`src/rtl/tl_pkg.sv`:
```
package tl_pkg;
  typedef enum logic [1:0] {
    PS_IDLE = 2'd0,
    PS_WAIT = 2'd1,
    PS_HOLD = 2'd2
  } port_st_e;
endpackage

```
`src/rtl/tl_ticket_alloc.sv`:
```
module tl_ticket_alloc #(
  parameter int N_REQ  = 8,
  parameter int N_LOCK = 4,
  parameter int LOCK_W = 2,
  parameter int TKT_W  = 4
) (
  input  logic                      clk,
  input  logic                      rst_n,
  input  logic [N_REQ-1:0]          take_i,
  input  logic [N_REQ*LOCK_W-1:0]   lock_id_i,
  output logic [N_REQ*TKT_W-1:0]    ticket_o,
  output logic [N_LOCK*TKT_W-1:0]   next_o
);
  logic [TKT_W-1:0] next_q [N_LOCK];
  logic [TKT_W-1:0] next_d [N_LOCK];
  logic [TKT_W-1:0] add_cnt [N_LOCK];
  logic [N_LOCK-1:0] upd_en;
  logic [N_REQ-1:0]  lk_take [N_LOCK];
  logic [TKT_W-1:0]  base [N_REQ];
  logic [TKT_W-1:0]  ahead [N_REQ];

  // per-lock view of accepted acquires
  always_comb begin : lock_view
    for (int l = 0; l < N_LOCK; l++) begin
      for (int i = 0; i < N_REQ; i++) begin
        lk_take[l][i] = take_i[i] && (lock_id_i[i*LOCK_W +: LOCK_W] == LOCK_W'(l));
      end
    end
  end

  // ticket = dispenser of the named lock plus lower-index same-lock takers
  always_comb begin : issue
    for (int i = 0; i < N_REQ; i++) begin
      base[i]  = '0;
      ahead[i] = '0;
      for (int l = 0; l < N_LOCK; l++) begin
        if (lock_id_i[i*LOCK_W +: LOCK_W] == LOCK_W'(l)) base[i] = next_q[l];
      end
      for (int j = 0; j < i; j++) begin
        if (take_i[j] &&
            (lock_id_i[j*LOCK_W +: LOCK_W] == lock_id_i[i*LOCK_W +: LOCK_W]))
          ahead[i] = ahead[i] + 1'b1;
      end
      ticket_o[i*TKT_W +: TKT_W] = base[i] + ahead[i];
    end
  end

  always_comb begin : advance
    for (int l = 0; l < N_LOCK; l++) begin
      add_cnt[l] = TKT_W'($countones(lk_take[l]));
      next_d[l]  = next_q[l] + add_cnt[l];
      upd_en[l]  = |lk_take[l];
      next_o[l*TKT_W +: TKT_W] = next_q[l];
    end
  end

  always_ff @(posedge clk or negedge rst_n) begin : regs
    if (!rst_n) begin
      for (int l = 0; l < N_LOCK; l++) next_q[l] <= '0;
    end else begin
      for (int l = 0; l < N_LOCK; l++) begin
        if (upd_en[l]) next_q[l] <= next_d[l];
      end
    end
  end

  for (genvar l = 0; l < N_LOCK; l++) begin : g_chk

    dispenser_moves_only_on_take_chk: assert property (@(posedge clk) disable iff (!rst_n)
      (next_q[l] != $past(next_q[l])) |-> $past(|lk_take[l]));
  end
endmodule

```
`src/rtl/tl_serve_ctr.sv`:
```
module tl_serve_ctr #(
  parameter int N_LOCK = 4,
  parameter int TKT_W  = 4
) (
  input  logic                     clk,
  input  logic                     rst_n,
  input  logic [N_LOCK-1:0]        adv_i,
  output logic [N_LOCK*TKT_W-1:0]  serve_o
);
  logic [TKT_W-1:0] serve_q [N_LOCK];
  logic [TKT_W-1:0] serve_d [N_LOCK];

  always_comb begin : next_val
    for (int l = 0; l < N_LOCK; l++) begin
      serve_d[l] = serve_q[l] + 1'b1;
      serve_o[l*TKT_W +: TKT_W] = serve_q[l];
    end
  end

  always_ff @(posedge clk or negedge rst_n) begin : regs
    if (!rst_n) begin
      for (int l = 0; l < N_LOCK; l++) serve_q[l] <= '0;
    end else begin
      for (int l = 0; l < N_LOCK; l++) begin
        if (adv_i[l]) serve_q[l] <= serve_d[l];
      end
    end
  end

  for (genvar l = 0; l < N_LOCK; l++) begin : g_chk

    serve_steps_by_one_chk: assert property (@(posedge clk) disable iff (!rst_n)
      (serve_q[l] != $past(serve_q[l])) |-> (serve_q[l] == $past(serve_q[l]) + TKT_W'(1)));
  end
endmodule

```
`src/rtl/tl_port.sv`:
```
module tl_port
  import tl_pkg::*;
#(
  parameter int N_LOCK = 4,
  parameter int LOCK_W = 2,
  parameter int TKT_W  = 4
) (
  input  logic                     clk,
  input  logic                     rst_n,
  input  logic                     acq_i,
  input  logic                     rel_i,
  input  logic [LOCK_W-1:0]        id_i,
  input  logic [TKT_W-1:0]         ticket_i,
  input  logic [N_LOCK*TKT_W-1:0]  serve_i,
  output logic                     take_o,
  output logic                     rel_ok_o,
  output logic                     busy_o,
  output logic                     hold_o,
  output logic [LOCK_W-1:0]        lock_o,
  output logic                     err_o
);
  port_st_e          st_q, st_d;
  logic [TKT_W-1:0]  tkt_q;
  logic [LOCK_W-1:0] lock_q;
  logic              err_q, err_d;
  logic [TKT_W-1:0]  serve_sel;
  logic              cap_en;

  always_comb begin : pick_serve
    serve_sel = '0;
    for (int l = 0; l < N_LOCK; l++) begin
      if (lock_q == LOCK_W'(l)) serve_sel = serve_i[l*TKT_W +: TKT_W];
    end
  end

  always_comb begin : next_state
    take_o   = acq_i && (st_q == PS_IDLE);
    rel_ok_o = rel_i && (st_q == PS_HOLD) && (id_i == lock_q);
    cap_en   = take_o;
    err_d    = rel_i && !rel_ok_o;
    st_d     = st_q;
    unique case (st_q)
      PS_IDLE: if (take_o) st_d = PS_WAIT;
      PS_WAIT: if (serve_sel == tkt_q) st_d = PS_HOLD;
      PS_HOLD: if (rel_ok_o) st_d = PS_IDLE;
      default: st_d = PS_IDLE;
    endcase
  end

  always_ff @(posedge clk or negedge rst_n) begin : regs
    if (!rst_n) begin
      st_q   <= PS_IDLE;
      tkt_q  <= '0;
      lock_q <= '0;
      err_q  <= 1'b0;
    end else begin
      st_q  <= st_d;
      err_q <= err_d;
      if (cap_en) begin
        tkt_q  <= ticket_i;
        lock_q <= id_i;
      end
    end
  end

  assign busy_o = (st_q != PS_IDLE);
  assign hold_o = (st_q == PS_HOLD);
  assign lock_o = lock_q;
  assign err_o  = err_q;


  grant_kept_until_release_chk: assert property (@(posedge clk) disable iff (!rst_n)
    (hold_o && !rel_ok_o) |=> hold_o);

  grant_follows_wait_chk: assert property (@(posedge clk) disable iff (!rst_n)
    $rose(hold_o) |-> $past(st_q == PS_WAIT));

  wrong_id_release_ignored_chk: assert property (@(posedge clk) disable iff (!rst_n)
    (rel_i && hold_o && (id_i != lock_q)) |=> (hold_o && err_o));

  busy_acquire_keeps_ticket_chk: assert property (@(posedge clk) disable iff (!rst_n)
    (acq_i && busy_o) |=> (tkt_q == $past(tkt_q)));
endmodule

```
`src/rtl/ticket_lock_unit.sv`:
```
module ticket_lock_unit #(
  parameter int N_REQ  = 8,
  parameter int N_LOCK = 4,
  localparam int LOCK_W = (N_LOCK > 1) ? $clog2(N_LOCK) : 1,
  localparam int TKT_W  = ((N_REQ > 1) ? $clog2(N_REQ) : 1) + 1
) (
  input  logic                     clk,
  input  logic                     rst_n,
  input  logic [N_REQ-1:0]         acq_i,
  input  logic [N_REQ-1:0]         rel_i,
  input  logic [N_REQ*LOCK_W-1:0]  lock_id_i,
  output logic [N_REQ-1:0]         granted_o,
  output logic [N_REQ-1:0]         rel_err_o
);
  logic [N_REQ-1:0]         take;
  logic [N_REQ-1:0]         rel_ok;
  logic [N_REQ-1:0]         busy;
  logic [N_REQ-1:0]         hold;
  logic [N_REQ*LOCK_W-1:0]  lock_of;
  logic [N_REQ*TKT_W-1:0]   ticket;
  logic [N_LOCK*TKT_W-1:0]  next_tkt;
  logic [N_LOCK*TKT_W-1:0]  serve;
  logic [N_LOCK-1:0]        adv;
  logic [N_REQ-1:0]         hold_mask [N_LOCK];
  logic [N_REQ-1:0]         busy_mask [N_LOCK];

  tl_ticket_alloc #(
    .N_REQ(N_REQ), .N_LOCK(N_LOCK), .LOCK_W(LOCK_W), .TKT_W(TKT_W)
  ) u_alloc (
    .clk(clk), .rst_n(rst_n), .take_i(take), .lock_id_i(lock_id_i),
    .ticket_o(ticket), .next_o(next_tkt)
  );

  tl_serve_ctr #(
    .N_LOCK(N_LOCK), .TKT_W(TKT_W)
  ) u_serve (
    .clk(clk), .rst_n(rst_n), .adv_i(adv), .serve_o(serve)
  );

  for (genvar p = 0; p < N_REQ; p++) begin : g_port
    tl_port #(
      .N_LOCK(N_LOCK), .LOCK_W(LOCK_W), .TKT_W(TKT_W)
    ) u_port (
      .clk(clk), .rst_n(rst_n),
      .acq_i(acq_i[p]), .rel_i(rel_i[p]),
      .id_i(lock_id_i[p*LOCK_W +: LOCK_W]),
      .ticket_i(ticket[p*TKT_W +: TKT_W]),
      .serve_i(serve),
      .take_o(take[p]), .rel_ok_o(rel_ok[p]), .busy_o(busy[p]),
      .hold_o(hold[p]), .lock_o(lock_of[p*LOCK_W +: LOCK_W]),
      .err_o(rel_err_o[p])
    );
  end

  // per-lock masks of holders and of ports queued on that lock
  always_comb begin : masks
    for (int l = 0; l < N_LOCK; l++) begin
      adv[l] = 1'b0;
      for (int p = 0; p < N_REQ; p++) begin
        hold_mask[l][p] = hold[p] && (lock_of[p*LOCK_W +: LOCK_W] == LOCK_W'(l));
        busy_mask[l][p] = busy[p] && (lock_of[p*LOCK_W +: LOCK_W] == LOCK_W'(l));
        if (rel_ok[p] && (lock_of[p*LOCK_W +: LOCK_W] == LOCK_W'(l))) adv[l] = 1'b1;
      end
    end
  end

  assign granted_o = hold;

  for (genvar l = 0; l < N_LOCK; l++) begin : g_chk

    single_holder_chk: assert property (@(posedge clk) disable iff (!rst_n)
      $countones(hold_mask[l]) <= 1);

    outstanding_matches_queue_chk: assert property (@(posedge clk) disable iff (!rst_n)
      (TKT_W'(next_tkt[l*TKT_W +: TKT_W] - serve[l*TKT_W +: TKT_W])
        == TKT_W'($countones(busy_mask[l]))));
  end
endmodule

```
`config.mk`:
```
export PLATFORM = sky130hd
export DESIGN_NAME = ticket_lock_unit
export DESIGN_NICKNAME = d
export VERILOG_FILES = /design/src/rtl/tl_pkg.sv /design/src/rtl/tl_ticket_alloc.sv /design/src/rtl/tl_serve_ctr.sv /design/src/rtl/tl_port.sv /design/src/rtl/ticket_lock_unit.sv
export SDC_FILE = /design/constraint.sdc
export NUM_CORES = 1
export LEC_CHECK = 0
export CORE_ASPECT_RATIO = 1.4
export CORE_MARGIN = 2
export CORE_UTILIZATION = 56
export CTS_CLUSTER_SIZE = 20
export DETAILED_ROUTE_END_ITERATION = 10
export PLACE_DENSITY = 0.78
export SLEW_MARGIN = 40
export SYNTH_ARGS = -nofsm -noshare
export SYNTH_HDL_FRONTEND = slang
export SYNTH_HIERARCHICAL = 1
export SYNTH_SLANG_ARGS = --single-unit
```
`constraint.sdc`:
```
create_clock -name clk -period 5.89 [get_ports clk]
set_input_delay 1.178 -clock clk [delete_from_list [all_inputs] [get_ports clk]]
set_output_delay 1.178 -clock clk [all_outputs]
set_load 0.03 [all_outputs]
```
## Word level (Yosys, flattened, before mapping)

Cells that the tools add are included.

| word-level totals | value |
|---|---|
| register bits | 104 |
| bits in latches | 0 |
| memory bits (writable) | 0 |
| memory bits (read-only) | 0 |
| bits of input ports | 34 |
| output and inout bits | 16 |
| word-level logic and storage cells | 560 |
| memories | 0 |

| operators by class | value |
|---|---|
| add/sub/neg operators | 64 |
| multiply operators | 0 |
| div/mod/pow operators | 0 |
| magnitude comparators | 0 |
| equal/unequal tests | 132 |
| shift operators | 0 |
| muxes and demuxes | 156 |
| bitwise gates (word level) | 0 |
| reduce and logical (&&, ||, !) cells | 168 |

Operators with widths:

| cell | count |
|---|---|
| $mux W4 | 85 |
| $logic_and A1 B1 Y1 | 124 |
| $add A4 B4 Y4 | 22 |
| $eq A2 B2 Y1 const B | 40 |
| $add A4 B1 Y4 const B | 19 |
| $eq A2 B2 Y1 | 36 |
| $eq A2 B1 Y1 const B | 24 |
| $logic_not A2 Y1 | 24 |
| $mux W2 | 24 |
| $ne A2 B1 Y1 const B | 24 |
| $pmux W2 S3 | 8 |
| $mux W1 | 39 |
| $add A1 B1 Y2 | 16 |
| $eq A4 B4 Y1 | 8 |
| $reduce_or A8 Y1 | 4 |
| $reduce_and A3 Y1 | 8 |
| $add A1 B1 Y2 const B | 6 |
| $logic_not A1 Y1 | 8 |
| $add A4 B1 Y4 | 1 |

## Depth between registers and ports, before layout

| depth | value |
|---|---|
| depth after elaboration | 17 |
| mapped depth | 27 |
| gate-level depth less buffers | 25 |

## Modules after synthesis

The synthesis kept the hierarchy.

By module, submodules not included:

| module | instances | cells an instance | area each (um^2) | sequential area each (um^2) |
|---|---|---|---|---|
| tl_ticket_alloc | 1 | 536 | 5117.4 | 400.4 |
| tl_port | 8 | 38 | 529.3 | 225.2 |
| tl_serve_ctr | 1 | 44 | 640.6 | 400.4 |
| ticket_lock_unit | 1 | 46 | 272.8 | 0.0 |

## Worst setup path after synthesis

Ideal clock, no wire load.

| path | value |
|---|---|
| path kind | input-to-reg |
| from | in lock_id_i[0] |
| to | reg g_port[7].u_port.tkt_q[3] |
| library setup time | 0.125 ns |
| arrival time | 6.247 ns |
| data required time | 5.765 ns |
| slack | -0.481 ns |
| stages | 25 |
| cell sequence | clkbuf_1 buf_1 xnor2_1 and3_1 ha_1 buf_4 nand2b_1 a32o_1 o311ai_2 nor2_1 nor2b_1 ha_1 xnor3_1 o22ai_1 or2_2 ha_1 mux2_2 ha_1 a21o_1 a21oi_1 xnor2_1 xnor2_1 nor3b_1 a221oi_2 mux2_2 |

| on the way | value |
|---|---|
| cells in the longest elaborated chain, start to end | 16 |

RTL lines:

| item | RTL line | text |
|---|---|---|
| start, declared | ticket_lock_unit.sv:11 | `input logic [N_REQ*LOCK_W-1:0] lock_id_i,` |
| $eq A2 B2 Y1 (*) | tl_ticket_alloc.sv:41 | `(lock_id_i[j*LOCK_W +: LOCK_W] == lock_id_i[i*LOCK_W +: LOCK_W]))` |
| $logic_and A1 B1 Y1 (*) | tl_ticket_alloc.sv:40 | `if (take_i[j] &&` |
| $mux W1 (*) | tl_ticket_alloc.sv:40 |  |
| $add A1 B1 Y2 | tl_ticket_alloc.sv:42 | `ahead[i] = ahead[i] + 1'b1;` |
| $mux W4 (*) | tl_ticket_alloc.sv:40 |  |
| $add A4 B1 Y4 | tl_ticket_alloc.sv:42 |  |
| $mux W4 (*) | tl_ticket_alloc.sv:40 |  |
| $add A4 B1 Y4 | tl_ticket_alloc.sv:42 |  |
| $mux W4 (*) | tl_ticket_alloc.sv:40 |  |
| $add A4 B1 Y4 | tl_ticket_alloc.sv:42 |  |
| $mux W4 (*) | tl_ticket_alloc.sv:40 |  |
| $add A4 B1 Y4 | tl_ticket_alloc.sv:42 |  |
| $mux W4 (*) | tl_ticket_alloc.sv:40 |  |
| $add A4 B1 Y4 | tl_ticket_alloc.sv:42 |  |
| $mux W4 (*) | tl_ticket_alloc.sv:40 |  |
| $add A4 B4 Y4 (*) | tl_ticket_alloc.sv:44 | `ticket_o[i*TKT_W +: TKT_W] = base[i] + ahead[i];` |
| via ticket[31] | ticket_lock_unit.sv:20 | `logic [N_REQ*TKT_W-1:0] ticket;` |
| end signal, assigned | tl_port.sv:60 | `tkt_q <= ticket_i;` |
| end, declared | tl_port.sv:23 | `logic [TKT_W-1:0] tkt_q;` |

The timed path passes the listed nets; every way through them passes the cells marked *.
A chain may end at the register's enable or synchronous reset.

## Final worst setup path

| path | value |
|---|---|
| from | in acq_i[0] |
| to | reg g_port[7].u_port.tkt_q[3] |

| on the way | value |
|---|---|
| cells in the longest elaborated chain, start to end | 16 |

RTL lines:

| item | RTL line | text |
|---|---|---|
| start, declared | ticket_lock_unit.sv:9 | `input logic [N_REQ-1:0] acq_i,` |
| $logic_and A1 B1 Y1 (*) | tl_port.sv:37 | `take_o = acq_i && (st_q == PS_IDLE);` |
| via take[0] | ticket_lock_unit.sv:15 | `logic [N_REQ-1:0] take;` |
| $logic_and A1 B1 Y1 (*) | tl_ticket_alloc.sv:40 |  |
| $mux W1 (*) | tl_ticket_alloc.sv:40 |  |
| $add A1 B1 Y2 | tl_ticket_alloc.sv:42 |  |
| $mux W4 (*) | tl_ticket_alloc.sv:40 |  |
| $add A4 B1 Y4 | tl_ticket_alloc.sv:42 |  |
| $mux W4 (*) | tl_ticket_alloc.sv:40 |  |
| [2 not listed] | - |  |
| $add A4 B1 Y4 | tl_ticket_alloc.sv:42 |  |
| $mux W4 (*) | tl_ticket_alloc.sv:40 |  |
| $add A4 B1 Y4 | tl_ticket_alloc.sv:42 |  |
| $mux W4 (*) | tl_ticket_alloc.sv:40 |  |
| $add A4 B1 Y4 | tl_ticket_alloc.sv:42 |  |
| $mux W4 (*) | tl_ticket_alloc.sv:40 |  |
| $add A4 B4 Y4 (*) | tl_ticket_alloc.sv:44 |  |
| via ticket[31] | ticket_lock_unit.sv:20 |  |

Marks and branches as above.

==> results.toml <==
[detailed_routing]
drt_pass1_iterations = 6
viasPerCell = 6.42
routed_wl_mm = 27.3
post-route-drc-count = 0
dr.first_iter.drc_count = 820
wl_per_cell_um = 22.0
vias = 7955
drtAntennaViolNets = 0

[setup_path]
r2r_cells = 23
required_ns = 6.19
setup.worst_path.end = "g_port[7].u_port/tkt_q[3]$_DFFE_PN0P_"
reg2reg_to = "g_port[7].u_port/tkt_q[3]$_DFFE_PN0P_"
rrSetupSlack_ns = 0.85
crit_type = "in -> reg"
end_kind = "register"
arrival_ns = 5.92
rr_startpoint = "g_port[1].u_port/st_q[0]$_DFFE_PN0P_"
critPathLaunchType = "input pin"
worst-path-max-fanout = 5
crit_start = "acq_i[0]"

[placement]
dp_hpwl_mm = 20.0
gp_congestion = 0.928
place_ws_ns = -0.550
placed_cells = 1223
port_buffers = 49

[power]
power_density_nw_per_um2 = 416
peakVddDrop_uv = 179
leakagePower_nw = 5.08

[layout]
final_common_cell = "xnor2_1"
nFillCells = 1419
insertedDiodeCount = 0
area_delta_synth_final_pct = 12.7
layout.cells.most_common_list = "xnor2_1, dfrtp_1, mux2_2"
drive_above_1_share_pct = 21.2
fin_nets = 1120
stdcell_count = 1240

[global_route]
first_global_vias = 8193
grt_pass1_wl_mm = 43.6
overflow = 0
track_usage_pct = 29.2
grt_max_degree = 66
antenna_found_initial = 0

[clocking]
cts_htree_levels = 3
cts_inserted_buffers = 9
clkTransAtPathRegs_ns = 0.07
cts_tree = "built"
clk_latency_ns = 0.36
cts_sinks = 104
root_buffer = "clkbuf_16"
cts_buffer_depth = 2

[timing]
rsz0062_at_grt = "false"
finalSetupTns_ns = 0
period_share_pct = 95.3
hold_viol = 0
timing.fmax_ghz = 0.178
timing.hold.ws_ns = 0.531
worst_slack_ns = 0.274
period_minus_slack_ns = 5.62
drv_slew = 0
setup_violations = 0
clock_skew_ns = 0.0102
worst_pin_slew_ns = 0.729
relSlewSlack_pct = 51.0

[yosys]
synth_edf_count = 0
ys_types = 56
synth_flop_cell = "dfrtp_1"
synthCells = 930
netlist_area_um2 = 10300
yosysWarnings = 6
yosys_register_bits = 104
async_flop_share_pct = 100
syn_avg_cell_area_um2 = 11.0
syn_nets = 1055
ys_seq_area_share_pct = 25.4

[die]
die_height_um = 164
chipWidth_um = 118
ios = 50
core_um2 = 18000
initial_utilization_pct = 57.0
core.rowCount = 58
die_area_um2 = 19400

[min_path]
min_path_type = "reg -> reg"
min_delay_path_depth = 1

[run]
drv_cap = 0

[run_status]
status = "complete, no violations"
## cell families (layout without fill, tap and decap cells)
| family | after synthesis | after routing | share of synthesized area, % |
|---|---|---|---|
| buffers and inverters | 111 | 181 | 5.01 |
| flip-flops | 104 | 104 | 25.4 |
| AO/OA/AOI/OAI | 67 | 67 | 4.69 |
| adder cells (fa/ha/maj) | 91 | 91 | 13.0 |
| multiplexers | 135 | 135 | 22.9 |
| AND/OR/NAND/NOR | 248 | 248 | 13.2 |
| XOR/XNOR | 174 | 174 | 15.8 |
## stage by stage
stage | power (mW) | area, um^2 | utilization, %
after floorplan | 3.43 | 10300 | -
after global placement | 4.02 | 11200 | 62.1
after detailed placement | 4.12 | 11200 | 62.2
after CTS | 4.77 | 11500 | 63.9
after global routing | 5.14 | 11600 | 64.3
final | 4.81 | 11600 | 64.3
## flip-flops by register name, indices dropped and copies added (netlist names)
register / count
u_serve/serve_o: 16
g_port.u_port/lock_o: 16
g_port.u_port/st_q: 16
u_alloc/next_o: 16
g_port.u_port/tkt_q: 32
g_port.u_port/err_o: 8
## how the worst min path moves through the flow
stage                                                      from                               endpoint  slack (ns)
after floorplan           g_port[2].u_port/tkt_q[0]$_DFFE_PN0P_  g_port[2].u_port/tkt_q[0]$_DFFE_PN0P_        0.50
after global placement    g_port[6].u_port/tkt_q[3]$_DFFE_PN0P_  g_port[6].u_port/tkt_q[3]$_DFFE_PN0P_        0.51
after detailed placement  g_port[2].u_port/tkt_q[0]$_DFFE_PN0P_  g_port[2].u_port/tkt_q[0]$_DFFE_PN0P_        0.52
after CTS                 g_port[2].u_port/tkt_q[0]$_DFFE_PN0P_  g_port[2].u_port/tkt_q[0]$_DFFE_PN0P_        0.53
after global routing      g_port[1].u_port/tkt_q[3]$_DFFE_PN0P_  g_port[1].u_port/tkt_q[3]$_DFFE_PN0P_        0.54
final                     g_port[2].u_port/tkt_q[0]$_DFFE_PN0P_  g_port[2].u_port/tkt_q[0]$_DFFE_PN0P_        0.53
## layer usage
| metal | part of all wire (%) | track usage (%) |
|---|---|---|
| met5 | 0 | 0 |
| met4 | 7.8 | 19.8 |
| met3 | 7.2 | 4.44 |
| met2 | 49 | 50.3 |
| met1 | 36 | 33.6 |
## cell type report
type	instances	area, um^2	area share, %
Multi-Input combinational cell	715	7240	62.6
Clock inverter	6	60.1	0.519
Timing Repair Buffer	100	871	7.53
Inverter	65	246	2.13
Sequential cell	104	2600	22.5
Tap cell	240	300	2.60
Clock buffer	10	239	2.07
## critical path: stages
cell and delay (ns):
clkdlybuf4s50_1 0.45, inv_1 0.06, nor2_4 0.13, and3_4 0.24, ha_4 0.22, buf_4 0.15
xnor2_4 0.19, inv_4 0.07, ha_4 0.24, xnor2_1 0.12, mux2i_1 0.15, mux2_2 0.37
or2_4 0.26, ha_1 0.28, mux2_2 0.28, ha_1 0.28, a21o_1 0.19, a21oi_2 0.14
xnor2_1 0.10, xnor2_1 0.22, o21ba_2 0.20, a221oi_2 0.22, mux2_4 0.18
## synthesized netlist by cell type (4+ instances only)
cell | count | area [um^2]
a21o_1 | 10 | 75.1
mux4_2 | 32 | 721
o22ai_1 | 5 | 31.3
buf_2 | 5 | 25.0
mux4_1 | 32 | 841
nor2_1 | 33 | 124
or3b_2 | 4 | 35.0
dfrtp_1 | 104 | 2600
and3_1 | 20 | 125
nand4_1 | 23 | 144
o21ai_0 | 12 | 60.1
a31o_1 | 8 | 70.1
xnor2_1 | 145 | 1270
nor3_1 | 9 | 45.0
clkbuf_1 | 17 | 63.8
a21oi_1 | 10 | 50.1
fa_1 | 26 | 521
nor3b_1 | 13 | 97.6
buf_6 | 11 | 124
nor2b_1 | 10 | 62.6
nand3b_1 | 14 | 105
nand3_1 | 36 | 180
nand2_1 | 52 | 195
a31oi_1 | 5 | 31.3
mux2i_1 | 5 | 50.1
inv_1 | 64 | 240
mux2_2 | 66 | 743
or2_2 | 9 | 56.3
xor2_1 | 23 | 201
ha_1 | 65 | 813
buf_1 | 11 | 41.3
nor2_2 | 8 | 50.1
o2bb2ai_1 | 8 | 70.1
## power by group
part / switching (mW) / internal [mW] / total [mW]
Clock: 0.306 / 0.309 / 0.615
Combinational: 1.11 / 1.44 / 2.55
Sequential: 0.632 / 1.01 / 1.64
## repair_timing
action | in CTS | in global routing
gates resized for setup | 8 | 13
buffers inserted | 0 | 1
pin swaps | 2 | 7
endpoints found under the setup margin | 1 | 1
hold buffers | 0 | 0
Power figures use the tool's default switching activity.
